===== src/rtl/vtg_pkg.sv =====
package vtg_pkg;
  localparam int VTG_AW = 3;

  localparam logic [VTG_AW-1:0] ADR_CTRL  = 3'd0;
  localparam logic [VTG_AW-1:0] ADR_ACT   = 3'd1;
  localparam logic [VTG_AW-1:0] ADR_POL   = 3'd5;

  localparam int N_FIELDS = 4;
  localparam int FLD_ACT   = 0;
  localparam int FLD_SPAN  = 1;
  localparam int FLD_FRONT = 2;
  localparam int FLD_SYNC  = 3;

  localparam int BIT_EN    = 31;
  localparam int BIT_HDMI  = 30;
  localparam int BIT_ILACE = 4;
  localparam int BIT_REP   = 0;
  localparam int BIT_VPOL  = 1;
  localparam int BIT_HPOL  = 0;
  localparam int VERT_LSB  = 16;
endpackage


===== src/rtl/vtg_regs.sv =====
module vtg_regs
  import vtg_pkg::*;
#(
  parameter int FW = 12
) (
  input  logic              clk,
  input  logic              rst_n,
  input  logic              we,
  input  logic [VTG_AW-1:0] addr,
  input  logic [31:0]       wdata,
  input  logic              load,
  output logic              en_q,
  output logic              en_d,
  output logic              hdmi_mode,
  output logic              interlace,
  output logic              w_rep,
  output logic              w_hpol,
  output logic              w_vpol,
  output logic [N_FIELDS-1:0][FW-1:0] w_h,
  output logic [N_FIELDS-1:0][FW-1:0] w_v
);
  logic [FW-1:0] p_h [N_FIELDS];
  logic [FW-1:0] p_v [N_FIELDS];
  logic [FW-1:0] k_h [N_FIELDS];
  logic [FW-1:0] k_v [N_FIELDS];

  logic p_rep, p_hpol, p_vpol, hdmi_q, ilace_q;
  logic p_rep_n, p_hpol_n, p_vpol_n, hdmi_n, ilace_n, en_n;
  logic k_rep, k_hpol, k_vpol;

  logic ctrl_wr, pol_wr;
  assign ctrl_wr = we && (addr == ADR_CTRL);
  assign pol_wr  = we && (addr == ADR_POL);
  assign en_d    = en_n;

  always_comb begin
    en_n     = en_q;
    p_rep_n  = p_rep;
    hdmi_n   = hdmi_q;
    ilace_n  = ilace_q;
    p_hpol_n = p_hpol;
    p_vpol_n = p_vpol;
    if (ctrl_wr) begin
      en_n    = wdata[BIT_EN];
      p_rep_n = wdata[BIT_REP];
      hdmi_n  = wdata[BIT_HDMI];
      ilace_n = wdata[BIT_ILACE];
    end
    if (pol_wr) begin
      p_hpol_n = wdata[BIT_HPOL];
      p_vpol_n = wdata[BIT_VPOL];
    end
  end

  always_ff @(posedge clk or negedge rst_n) begin
    if (!rst_n) begin
      en_q    <= 1'b0;
      p_rep   <= 1'b0;
      hdmi_q  <= 1'b0;
      ilace_q <= 1'b0;
      p_hpol  <= 1'b0;
      p_vpol  <= 1'b0;
    end else begin
      en_q    <= en_n;
      p_rep   <= p_rep_n;
      hdmi_q  <= hdmi_n;
      ilace_q <= ilace_n;
      p_hpol  <= p_hpol_n;
      p_vpol  <= p_vpol_n;
    end
  end

  always_ff @(posedge clk or negedge rst_n) begin
    if (!rst_n) begin
      k_rep  <= 1'b0;
      k_hpol <= 1'b0;
      k_vpol <= 1'b0;
    end else if (load) begin
      k_rep  <= p_rep;
      k_hpol <= p_hpol;
      k_vpol <= p_vpol;
    end
  end

  for (genvar i = 0; i < N_FIELDS; i++) begin : g_fld
    localparam logic [VTG_AW-1:0] MY_ADR = VTG_AW'(int'(ADR_ACT) + i);
    logic [FW-1:0] ph_n, pv_n;
    logic          hit;

    assign hit = we && (addr == MY_ADR);

    always_comb begin
      ph_n = p_h[i];
      pv_n = p_v[i];
      if (hit) begin
        ph_n = wdata[FW-1:0];
        pv_n = wdata[VERT_LSB +: FW];
      end
    end

    always_ff @(posedge clk or negedge rst_n) begin
      if (!rst_n) begin
        p_h[i] <= '0;
        p_v[i] <= '0;
      end else begin
        p_h[i] <= ph_n;
        p_v[i] <= pv_n;
      end
    end

    always_ff @(posedge clk or negedge rst_n) begin
      if (!rst_n) begin
        k_h[i] <= '0;
        k_v[i] <= '0;
      end else if (load) begin
        k_h[i] <= p_h[i];
        k_v[i] <= p_v[i];
      end
    end

    assign w_h[i] = k_h[i];
    assign w_v[i] = k_v[i];
  end

  assign hdmi_mode = hdmi_q;
  assign interlace = ilace_q;
  assign w_rep     = k_rep;
  assign w_hpol    = k_hpol;
  assign w_vpol    = k_vpol;
endmodule


===== src/rtl/vtg_axis.sv =====
module vtg_axis #(
  parameter int CW = 15
) (
  input  logic          clk,
  input  logic          rst_n,
  input  logic          clr,
  input  logic          adv,
  input  logic [CW-1:0] act,
  input  logic [CW-1:0] front,
  input  logic [CW-1:0] span,
  input  logic [CW-1:0] swidth,
  output logic [CW-1:0] cnt,
  output logic [CW-1:0] total,
  output logic          wrap,
  output logic          in_act,
  output logic          in_sync
);
  logic [CW-1:0] cnt_n, sync_lo, sync_hi;
  logic          last;

  assign total   = act + front + span;
  assign last    = (cnt == total - CW'(1));
  assign wrap    = adv && last;
  assign sync_lo = act + front;
  assign sync_hi = sync_lo + swidth;
  assign in_act  = (cnt < act);
  assign in_sync = (cnt >= sync_lo) && (cnt < sync_hi);

  always_comb begin
    cnt_n = cnt;
    if (clr)       cnt_n = '0;
    else if (wrap) cnt_n = '0;
    else if (adv)  cnt_n = cnt + CW'(1);
  end

  always_ff @(posedge clk or negedge rst_n) begin
    if (!rst_n) cnt <= '0;
    else        cnt <= cnt_n;
  end
endmodule


===== src/rtl/vtg_top.sv =====
module vtg_top
  import vtg_pkg::*;
#(
  parameter int FIELD_W = 12,
  localparam int CW = FIELD_W + 3
) (
  input  logic              clk,
  input  logic              rst_n,
  input  logic              cfg_we,
  input  logic [VTG_AW-1:0] cfg_addr,
  input  logic [31:0]       cfg_wdata,
  output logic              hsync,
  output logic              vsync,
  output logic              de,
  output logic              line_active,
  output logic [CW-1:0]     pix_x,
  output logic [CW-1:0]     line_y,
  output logic              hdmi_mode,
  output logic              interlace
);
  logic en_q, en_d, w_rep, w_hpol, w_vpol;
  logic [N_FIELDS-1:0][FIELD_W-1:0] w_h, w_v;
  logic [CW-1:0] hc [N_FIELDS];
  logic [CW-1:0] vc [N_FIELDS];
  logic [CW-1:0] h_total, v_total;
  logic h_wrap, v_wrap, h_act, v_act, h_sync, v_sync;
  logic load, clr;

  assign clr  = !en_q || !en_d;
  assign load = !en_q || v_wrap;

  vtg_regs #(.FW(FIELD_W)) u_regs (
    .clk(clk), .rst_n(rst_n), .we(cfg_we), .addr(cfg_addr), .wdata(cfg_wdata),
    .load(load), .en_q(en_q), .en_d(en_d), .hdmi_mode(hdmi_mode),
    .interlace(interlace), .w_rep(w_rep), .w_hpol(w_hpol), .w_vpol(w_vpol),
    .w_h(w_h), .w_v(w_v)
  );

  for (genvar i = 0; i < N_FIELDS; i++) begin : g_cnt
    logic [CW-1:0] h_base;
    assign h_base = CW'(w_h[i]) + CW'(1);
    assign hc[i]  = w_rep ? (h_base << 1) : h_base;
    assign vc[i]  = CW'(w_v[i]) + CW'(1);
  end

  vtg_axis #(.CW(CW)) u_h (
    .clk(clk), .rst_n(rst_n), .clr(clr), .adv(1'b1),
    .act(hc[FLD_ACT]), .front(hc[FLD_FRONT]), .span(hc[FLD_SPAN]),
    .swidth(hc[FLD_SYNC]), .cnt(pix_x), .total(h_total), .wrap(h_wrap),
    .in_act(h_act), .in_sync(h_sync)
  );

  vtg_axis #(.CW(CW)) u_v (
    .clk(clk), .rst_n(rst_n), .clr(clr), .adv(h_wrap),
    .act(vc[FLD_ACT]), .front(vc[FLD_FRONT]), .span(vc[FLD_SPAN]),
    .swidth(vc[FLD_SYNC]), .cnt(line_y), .total(v_total), .wrap(v_wrap),
    .in_act(v_act), .in_sync(v_sync)
  );

  always_comb begin
    de          = en_q && h_act && v_act;
    line_active = en_q && v_act;
    hsync       = (en_q && h_sync) ? w_hpol : !w_hpol;
    vsync       = (en_q && v_sync) ? w_vpol : !w_vpol;
  end
endmodule


===== config.mk =====
export PLATFORM = sky130hd
export DESIGN_NAME = vtg_top
export DESIGN_NICKNAME = d
export VERILOG_FILES = /design/src/rtl/vtg_pkg.sv /design/src/rtl/vtg_regs.sv /design/src/rtl/vtg_axis.sv /design/src/rtl/vtg_top.sv
export SDC_FILE = /design/constraint.sdc
export NUM_CORES = 1
export LEC_CHECK = 0
export BUFFER_PORTS_ARGS = -buffer_cell sky130_fd_sc_hd__buf_2
export CAP_MARGIN = 10
export CORE_MARGIN = 1.5
export CORE_UTILIZATION = 55
export CTS_BUF_LIST = sky130_fd_sc_hd__clkbuf_8
export DETAILED_ROUTE_END_ITERATION = 8
export PLACE_DENSITY = 0.86
export SLEW_MARGIN = 20
export SYNTH_ARGS = -nofsm -noshare
export SYNTH_HDL_FRONTEND = slang
export SYNTH_SLANG_ARGS = --single-unit

===== constraint.sdc =====
create_clock -name clk -period 6.6 [get_ports clk]
set_input_delay 0 -clock clk [delete_from_list [all_inputs] [get_ports clk]]
set_output_delay 0 -clock clk [all_outputs]
set_load 0.01 [all_outputs]

==> impl_metrics.ini <==
[detailed_routing]
detail_route.wirelength_um = 43880
drt_pre_antenna_iters = 5
antenna_violating_nets_post_route = 0
vias = 14280
drtIter0Drc = 1064
viasPerCell = 6.164
drc_errors = 0
wl_per_cell_um = 18.95

[floorplanning]
initial_utilization_pct = 55.94
die_area_sq_um = 32260
dieHeight_um = 179.6
die-width_um = 179.6
floorplan.core_area_sq_um = 30670
floorplan.io_pins = 74
fp-row-count = 64

[synthesis]
syn-instance-count = 1787
synth_enable_flop_cells = 0
synth_top_flop_cell = dfrtp_1
syn_area_sq_um = 17160
synth_fp_nets = 2005
ys_types = 81
synth.largest_area_cell = dfrtp_1
async_reset_ff_share_pct = 100.0
synth_top_cell_area_share_pct = 33.70
synth-seq-cells = 231
yosys_warnings = 0
share_of_the_yosys_chip_area_belonging_to_registers_pct = 33.70
netlist_top_cells_area = dfrtp_1, mux2_2, ha_1
synth.avg_cell_area_sq_um = 9.600

[critical_path]
worst_path_max_delay_cell = dfrtp_2
crit_path_start_kind = register
timing.rr.start = u_regs.w_h[0]$_DFFE_PN0P_
cp-startpoint = u_regs.w_h[0]$_DFFE_PN0P_
critical_path.max_fanout = 31
crit-reg2reg-capture = u_regs.w_h[26]$_DFFE_PN0P_
worst_r2r_path_depth = 29
worst_setup_path_end_kind = register
critPathMostFrequentCell = a21o_1
setup.reg_to_reg.worst_slack_ps = 270
crit_path_arrival_time_ps = 6740
timing_worst_setup_path_type = register to register
endpoint = u_regs.w_h[26]$_DFFE_PN0P_
worstPathRequired_ps = 7010
max_stage_delay_ps = 440

[clock_tree]
worst_setup_hold_path_clk_slew_ps = 70
level_count_of_the_clock_h_tree = 2
cts_inserted_buffers = 40
cts_tree = done
worstSkewPairLatency_ps = 570
clock_sinks = 231
clockRootBuffer = clkbuf_8
clock_tree.buffer_depth = 3

[global_routing]
grt_pass1_vias = 13920
wire_length_of_the_first_global_routing_pass_um = 70680
globalRouteTotalUtil_pct = 26.54
grt_overflow = 0
grt_max_degree = 104
grt_antenna_before_repair = 3

[sta]
fin_hold_ws_ps = 9.113
finalSetupViolCount = 0
fmax_mhz = 158.1
timing.final.crit_share_pct = 95.85
timing.max_slew.rel_slack_pct = 41.89
worst_pin_slew_ps = 871.7
post-route-min-period_ps = 6326
rsz0062_at_grt = true
worst_clock_skew_ps = 49.50
slew_viol_final = 0
hold_violations = 0

[layout]
final_nets = 2112
final_layout_size_suffix_gt1_share_pct = 20.29
area_growth_syn_to_layout_pct = 12.27

[hold_path]
holdCritPathClass = primary input to register
worst_hold_startpoint = cfg_we

[outcome]
outcome = finished clean

[placement]
gp_congestion = 0.9164
sum_of_net_half_perimeters_after_detailed_placement_um = 32280
numPortBuffers = 67

[flow_run]
cap_viol_max_count = 0
## area by class of cell
cell class	count	area, sq um
Antenna cell	3	7.507
Clock buffer	42	578.1
Clock inverter	23	201.4
Fill cell	2417	11410
Inverter	117	442.9
Multi-Input combinational cell	1376	10780
Sequential cell	231	5787
Tap cell	396	495.5
Timing Repair Buffer	128	968.4
## cells in the final DEF (no fill, tap or decap), drive strengths merged, types with 7 or more instances in the layout
cell type and count:
a211oi 14, a21o 48, a21oi 93, a31oi 33, and2 12, and3 35
and4 9, buf 96, clkbuf 43, clkinv 7, dfrtp 231, dlygate4sd3 31
ha 174, inv 126, mux2 204, mux2i 13, nand2 128, nand2b 21
nand3 64, nand4 17, nor2 96, nor2b 20, nor3 34, o21a 30
o21ai 77, o21bai 8, o22ai 13, or2 7, or3 9, xnor2 70
xor2 53
## worst min path at each step
stage	cells past startpoint	end	slack, ps
floorplan	0	u_h.cnt[0]$_DFF_PN0_	-300
global placement	1	u_regs.w_h[15]$_DFFE_PN0P_	60
detailed placement	1	u_regs.w_h[14]$_DFFE_PN0P_	70
CTS	4	u_regs.en_q$_DFF_PN0_	10
global route	4	u_regs.hdmi_mode$_DFFE_PN0P_	50
finish	4	u_regs.en_q$_DFF_PN0_	9
## critical path, delay by kind of cell (launching register included)
family	cells	cell delay [ps]
flip-flops	1	440
XOR/XNOR	2	260
buffers and inverters	4	610
adder cells (fa/ha/maj)	4	1190
AND/OR/NAND/NOR	7	1390
AO/OA/AOI/OAI	11	1910
multiplexers	1	360
## through the flow
step | worst slack [ps] | utilization [%] | cell area (sq um) | setup TNS [ps] | std cells
final | 273.7 | 62.80 | 19260 | 0 | 2316
after global routing | -73.89 | 62.79 | 19260 | -2153 | 2315
after CTS | 137.0 | 62.12 | 19050 | 0 | 2308
after detailed placement | 196.1 | 58.57 | 17960 | 0 | 2212
after global placement | 370.3 | 58.57 | 17960 | 0 | 2212
after floorplan | 18.68 | - | 17160 | 0 | 1787
## synthesized netlist by cell type (17+ instances only)
master and count:
o21ai_0 72, o21a_1 30, nor3_1 34, inv_1 117, nor2_1 96, nor2b_1 20
ha_1 174, a21o_1 48, xor2_1 53, xnor2_1 70, mux2_2 194, nand4_1 17
dfrtp_1 231, and3_1 35, a31oi_1 33, nand2b_1 21, a21oi_1 93, nand2_1 128
clkbuf_1 43, nand3_1 63
## registers in the layout, summed over array words and instances (netlist names), 15 cells and up
register / flops
u_regs.p_h: 48
u_v.cnt: 15
u_regs.w_v: 48
u_h.cnt: 15
u_regs.w_h: 48
u_regs.p_v: 48
## metal layers
metal / share of wire, % / vias to the layer above / global-route usage (%) / routed length (um)
li1: - / 6658 / - / -
met1: 42 / 6988 / 35.16 / 18420
met2: 48 / 522 / 44.25 / 21030
met3: 6.5 / 108 / 3.849 / 2836
met4: 3.6 / 0 / 9.633 / 1601
met5: 0 / - / 0 / 0
## cell families after synthesis
group | after synthesis | synth area share (%)
multiplexers | 217 | 14.15
adder cells (fa/ha/maj) | 181 | 13.45
AND/OR/NAND/NOR | 474 | 13.68
flip-flops | 231 | 33.70
buffers and inverters | 180 | 4.216
XOR/XNOR | 124 | 6.411
AO/OA/AOI/OAI | 380 | 14.40
## timing repair
item | in CTS | in global routing
endpoints found under the setup margin | 0 | 98
buffers inserted | 0 | 4
hold endpoints to repair | 205 | 0
resized for setup | 0 | 31
hold buffers | 31 | 0
Power is left out: the tool's default activity adds up to more than one toggle a clock period on the data nets, which glitch-free logic cannot reach.
